===== config.mk =====
export PLATFORM = sky130hd
export DESIGN_NAME = por_clock_seq
export DESIGN_NICKNAME = d
export VERILOG_FILES = /design/src/rtl/por_clock_seq.sv
export SDC_FILE = /design/constraint.sdc
export NUM_CORES = 1
export LEC_CHECK = 0
export BUFFER_PORTS_ARGS = -buffer_cell sky130_fd_sc_hd__buf_4
export CAP_MARGIN = 20
export CORE_UTILIZATION = 60
export DETAILED_ROUTE_END_ITERATION = 10
export PLACE_DENSITY = 0.87
export SLEW_MARGIN = 25
export SYNTH_ARGS = -nofsm -noshare
export SYNTH_HDL_FRONTEND = slang
export SYNTH_SLANG_ARGS = --single-unit
export TNS_END_PERCENT = 100

===== constraint.sdc =====
create_clock -name clk -period 2.1 [get_ports clk]
set_input_delay 0.105 -clock clk [delete_from_list [all_inputs] [get_ports clk]]
set_output_delay 0.105 -clock clk [all_outputs]
set_load 0.01 [all_outputs]

===== src/rtl/por_clock_seq.sv =====
module por_clock_seq #(
  parameter int WIN_LEN  = 1024,
  parameter int OSC_GOOD = 512,
  parameter int MAX_WIN  = 50,
  parameter int PIN_LOW  = 128,
  parameter int WAIT_LEN = 64
) (
  input  logic clk,
  input  logic por_det,
  input  logic lvr_det,
  input  logic osc_tick,
  input  logic pin_in,
  output logic rst_int,
  output logic pin_drive_en,
  output logic osc_sel,
  output logic self_mode
);
  localparam int MAXC = (WIN_LEN > PIN_LOW) ? ((WIN_LEN > WAIT_LEN) ? WIN_LEN : WAIT_LEN)
                                            : ((PIN_LOW > WAIT_LEN) ? PIN_LOW : WAIT_LEN);
  localparam int CW = $clog2(MAXC + 1);
  localparam int EW = $clog2(OSC_GOOD + 1);
  localparam int TW = $clog2(MAX_WIN + 1);

  typedef enum logic [2:0] {S_CHECK, S_DRIVE, S_WAIT, S_HOLD, S_RUN} st_t;

  st_t           st;
  logic [CW-1:0] cnt;
  logic [EW-1:0] edges;
  logic [TW-1:0] tries;

  wire restart = por_det | lvr_det;

  always_ff @(posedge clk) begin
    if (restart) begin
      st        <= S_CHECK;
      cnt       <= '0;
      edges     <= '0;
      tries     <= '0;
      osc_sel   <= 1'b0;
      self_mode <= 1'b0;
    end else begin
      case (st)
        S_CHECK:
          if (osc_tick && edges == EW'(OSC_GOOD - 1)) begin
            st      <= S_DRIVE;
            cnt     <= '0;
            osc_sel <= 1'b1;
          end else if (cnt == CW'(WIN_LEN - 1)) begin
            cnt   <= '0;
            edges <= '0;
            if (tries == TW'(MAX_WIN - 1)) begin
              st        <= S_DRIVE;
              self_mode <= 1'b1;
            end else begin
              tries <= tries + 1'b1;
            end
          end else begin
            cnt   <= cnt + 1'b1;
            edges <= edges + EW'(osc_tick);
          end
        S_DRIVE:
          if (cnt == CW'(PIN_LOW - 1)) begin
            st  <= S_WAIT;
            cnt <= '0;
          end else begin
            cnt <= cnt + 1'b1;
          end
        S_WAIT:
          if (cnt == CW'(WAIT_LEN - 1)) st <= pin_in ? S_RUN : S_HOLD;
          else cnt <= cnt + 1'b1;
        S_HOLD:
          if (pin_in) st <= S_RUN;
        default: ;
      endcase
    end
  end

  assign rst_int      = (st != S_RUN);
  assign pin_drive_en = (st == S_DRIVE);
endmodule


# Word-level counts from Yosys, hierarchy flattened
# Cells that the tools add are included.
# op_classes
n_lt_le_gt_ge	0
eq_ne	15
n_reduce_logical	10
n_mux	14
bitwise_logic	3
add_sub_neg	3
div	0
n_mul	0
shift	0
# ops
cell	n
two-way mux 11 bit	4
case mux 11 bit (3 select lines)	1
two-way mux 3 bit	7
case mux 3 bit (4 select lines)	1
adder 11 x 1 -> 11 bit (second input constant)	1
equality test 11 x 10 -> 1 bit (second input constant)	1
equality test 11 x 6 -> 1 bit (second input constant)	1
equality test 11 x 7 -> 1 bit (second input constant)	1
adder 10 x 1 -> 10 bit	1
equality test 10 x 9 -> 1 bit (second input constant)	1
two-way mux 10 bit	1
inequality test 3 bit (second input constant)	3
AND reduction 4 bit	2
adder 6 x 1 -> 6 bit (second input constant)	1
equality test 3 x 2 -> 1 bit (second input constant)	2
equality test 6 bit (second input constant)	1
inequality test 2 bit (second input constant)	3
AND reduction 2 bit	3
AND reduction 6 bit	1
nonzero test 4 bit	1
equality test 3 x 1 -> 1 bit (second input constant)	1
logical NOT 3 bit	1
nonzero test 3 bit	1
inequality test 2 x 1 -> 1 bit (second input constant)	1
3 further kinds	4
# totals
wordCells	51
mem_bits_ro	0
latchBits	0
input_bits	5
memories	0
regBits	32
ramBits	0

# Longest topological paths before layout
# logic_depth
word_depth	5
mapped_depth	8

# Least setup slack after synthesis
# No wires, ideal clock.
# synth_timing
path_type	reg-to-reg
from	reg cnt[0]
to	reg tries[2]
slack_ps	381
setup_ps	116
synth_period_minus_slack_ps	1719
path_stages_with_launch	9
path_buffers	2
arrival_ps	1603
t_required_ps	1984
path_cell_list	dfxtp_1 -> ha_1 -> and4_1 -> buf_6 -> and3_4 -> and4_1 -> buf_2 -> a21oi_1 -> a31o_1
# synth_between
elab_chain_len	2
# synth_rtl
element	line	source
from (decl)	27	logic [CW-1:0] cnt;
from (signal assigned)	58	cnt <= cnt + 1'b1;
from (signal assigned)	66	cnt <= cnt + 1'b1;
from (signal assigned)	70	else cnt <= cnt + 1'b1;
equality test 11 x 10 -> 1 bit	48	end else if (cnt == CW'(WIN_LEN - 1)) begin
AND reduction 4 bit (no source line)	-	
to (signal assigned)	55	tries <= tries + 1'b1;
to (decl)	29	logic [TW-1:0] tries;
# No other way between the ends.
# A chain may end at the register's enable or synchronous reset.

# Worst setup path after layout
# layout_timing
from	reg cnt[0]
to	reg st[2]
# layout_between
elab_chain_len	3
elab_cells_between_ends	7
classes_between	eq/ne (6); reduce/logical (1)
# layout_rtl
element	line	source
equality test 11 x 10 -> 1 bit, or another cell as far along	48	
inequality test 3 bit (no source line), or another cell as far along	-	
AND reduction 6 bit (no source line) *	-	
to (signal assigned)	69	if (cnt == CW'(WAIT_LEN - 1)) st <= pin_in ? S_RUN : S_HOLD;
to (decl)	26	st_t st;
# Mark *: on every way between the ends. The rest lies on a longest branch, timed or not.

==> impl.org <==
** Placement
- Placer's final routability congestion estimate :: between 0.8 and 0.9
- Input and output buffers added on the ports amount to 8.
- Detailed placement ended at an HPWL of 2.68 mm.
- Counting tap cells, the placed design contains a total of 236 instances.

** Clock network
- In this run the clock root is driven by a clkbuf_4.
- CTS tree :: done
- CTS max path bufs :: 2
- Cts hold-fix bufs :: 0
- Quantity of gates resized following cts :: 0
- Clock slew at reported path FFs :: 0.09 ns
- Clock latency on the worst-skew pair, taken at its later pin, is 0.33 ns.
- Depth of the CTS H-tree :: 2
- Cts bufs inserted :: 5
- In this run the post-CTS setup repair buffer count came out at 0.
- CTS Sinks :: 32

** Layout
- Non-filler cells in the finished layout :: 243
- Number of nets in the final layout :: 222
- Area growth from synthesis to final layout :: 7.85%
- Of the cells placed in the final design, the portion with a size suffix greater than 1 is 15.1%.
- Count of fill cells added during filler insertion :: ~220
- Antenna diode instance count :: 0

** Synthesis
- Summing the areas of all compound-gate instances in the mapped netlist gives 13.2% of the synthesized area.
- Share of the synthesized area in the top cell type :: 36.9%
- Of the synthesized area, sequential elements account for 36.9%.
- Yosys cell types :: about 50
- Count of warnings emitted by yosys :: 0
- Mapped Area :: ~1700 µm²
- Summing the areas of all and, or, nand and nor instances in the mapped netlist gives 32.2% of the synthesized area.
- Cell type with the highest aggregate area in the netlist :: dfxtp_1
- After synthesis, the mean cell area works out to 8.65 µm².
- Of all flip-flops after synthesis, the portion carrying an async set or reset was 0%.
- Counting flops and latches in the post-synthesis netlist gives 32.
- Synth Area in XOR/XNOR :: 9.58%
- By area, the combinational part of the netlist is dominated by simple AND/OR/NAND/NOR gates.
- Synth top area cells :: dfxtp_1 (37%), xor2_1 (6.6%), nor2_1 (6.0%), nand4_1 (4.0%), ha_1 (3.6%)
- Synthesis handed over a netlist of 201 instances.
- In this run, synthesis inferred 0 flip-flops with an integrated enable.
- Flip-flop cell with the highest count after synthesis :: dfxtp_1
- Adder and majority cell fraction of the synthesized area :: 3.60%
- Counting every net in the synthesized netlist gives 211.
- Mux share of post-synthesis cell area :: under 10%

** Worst setup path
- Critical path data required time :: 2.34 ns
- CP endpoint kind :: flip-flop
- Family of cells with the greatest summed delay on the critical path :: simple AND/OR/NAND/NOR gates
- Critical path arrival :: 2.21 ns
- Setup CP Type :: flip-flop to flip-flop
- Register-to-Register Setup Slack :: 0.12 ns
- In this run the worst path has a maximum fanout of 9.
- STA classifies the critical path startpoint as a flip-flop.
- The critical path contains buffers and inverters numbering 0 combined.
- Maximum cell stage delay along the critical path :: between 0.4 and 0.5 ns
- Slowest stage cell, crit path :: dfxtp_1
- CP cell instances :: ha_1 > and4_2 > nand3_1 > o211ai_1 > nand2_1 > o32ai_1

** Pwr
- IR analysis of the VDD net gives a maximum drop of 526 µV.
- Dividing total power by cell area gives a power density of 517 nW/µm².
- Summed over all cells, the static leakage comes to 0.705 nW.

** Run
- Max-cap violations in this run came to 0.

** Timing
- Peak clock frequency supported by timing :: around 500 MHz
- Layout Skew :: approximately 0.0037 ns
- For the pin with the worst max-slew slack, the measured transition is 0.414 ns.
- Clock period minus final worst setup slack :: 1.98 ns
- Setup violation total in the final timing report :: 0
- Dividing the final minimum period by the clock period gives a little over nine tenths.
- Total negative slack for setup checks :: 0 ns
- Hold is met by 0.0954 ns.
- Setup repair after global routing left no endpoint under its margin.
- Worst slew margin relative to its limit :: ~72%
- Final number of hold-violating endpoints :: 0
- The count of pins over their slew limit came to 0.

** Die
- In this run the standard cell core region covers 2760 µm².
- Standard-cell rows :: 19
- The floorplan step defined a die boundary enclosing 3120 µm².
- For this configuration, the core starts out at a cell density of 63.0%.
- The die is 55.8 µm wide.
- Number of primary I/O pins :: 9
- Chip Height :: 55.8 µm

** Global route
- The first global-routing pass estimated 6.13 mm of wire.
- Entering global routing, the biggest net connects 16 pins.
- The via count of the first global-routing pass is 1454.
- The total overflow left after global routing is 0.
- All-layer global routing usage :: 25.2%
- The initial antenna violation count is 0.

** Route
- Ratio of routed vias to standard cells :: 6.20
- In this run the top signal layer used is met4.
- The final layout contains routed wiring with a total length of 3.64 mm.
- Average wire per standard cell :: 15.0 µm
- The routed layout has 1507 vias.
- In this run, the number of DRC markers left after iteration 0 of detailed routing was 81.
- Met2 wirelength from detailed routing :: 1.76 mm
- Total iterations of the first detailed-routing run :: 4
- Routed metal-1 wirelength :: between 1.5 and 2 mm
- For this run, design rule violations remaining after detail routing come to 0.
- ANT nets after route :: 0
- Summed over all nets, wire length on met3 after detailed routing comes to 127 µm.

** Run status
- Run status :: finished clean

** Hold path
- Class of the tightest hold or removal check :: input port to flip-flop
==> tightest hold or removal path, cell delays in order <==
cell	delay, ns
buf_4	0.08
nor2_1	0.09
o21a_1	0.12
==> metal layers <==
metal	GRT usage, %	up-vias
met2	41.8	38
met4	15.0	0
met5	0	-
li1	-	747
met3	4.88	10
met1	30.2	712
==> placed cells by master, fill, tap and decap left out, types with 2 or more instances in the layout <==
cell type   n
clkbuf_4    5
nor3b_1     3
and4_4      2
o21a_1      2
nor3_2      2
xor2_1     13
inv_1       3
o21ai_0     2
xnor2_1     6
nand3_1     8
a21oi_1    11
a31oi_1     2
and3_1      6
mux2i_1     2
nand2b_1    3
nand4_1    11
nand2_1    14
or3_1       6
and4_1      3
ha_1        5
a21o_1      3
buf_4      13
dfxtp_1    32
nor2_1     28
==> synthesized netlist by cell type, types with 2 or more instances <==
cell type  instances
o21a_1             2
nand3_1            8
a21o_1             3
and4_4             2
nor2_1            28
mux2i_1            2
nor3_2             2
inv_1              3
nand2b_1           3
or3_1              6
clkbuf_1           3
ha_1               5
nand4_1           11
a21oi_1           11
nor3b_1            3
and3_1             6
and4_1             4
xor2_1            13
nand2_1           14
buf_2              5
o21ai_0            2
xnor2_1            6
a31oi_1            2
dfxtp_1           32
==> cell families after synthesis <==
logic type	count (synthesis)
DFF	32
AOI/OAI and AO/OA	32
adders and majority gates	5
xor gates and xnor gates	19
and+or+nand+nor	99
muxes	2
buffers and inverters	12
==> sequential cells by signal, indices dropped and copies added (netlist names) <==
name,flops
edges,10
cnt,11
tries,6
osc_sel,1
st,3
self_mode,1
==> metrics by stage <==
stage          area [µm²]  utilization, %  power [mW]  setup WS (ns)
2_1_floorplan        1740               -       0.646          0.381
3_3_place_gp         1830            66.2       0.656          0.211
3_5_place_dp         1830            66.2       0.658         0.0637
4_1_cts              1870            67.9       0.975         0.0408
5_1_grt              1870            68.0        1.00        0.00128
6_report             1870            68.0       0.970          0.123
==> area by class of cell <==
class	instances	area, µm²	share of cell area (%)
multi-input combinational	157	1040	55.5
inverter	3	11.3	0.601
clock buffer	6	41.3	2.20
sequential	32	641	34.2
tap	31	38.8	2.07
clock inverter	1	5.00	0.267
timing repair buffer	13	97.6	5.21
==> power breakdown <==
group	internal [mW]	total (mW)	switching, mW	leakage (nW)
combinational	0.0122	0.0312	0.0189	0.419
clock	0.123	0.326	0.203	0.0281
sequential	0.610	0.613	0.00334	0.258
total	0.745	0.970	0.225	0.705
==> final timing paths <==
kind                 start         to  depth (start not counted)
setup reg to reg    cnt[0]      st[2]                          6
setup / recovery    cnt[0]      st[2]                          6
hold / removal     por_det  self_mode                          3
hold reg to reg   edges[0]   edges[0]                          2
Note: power is estimated with default switching activity, not from simulation.
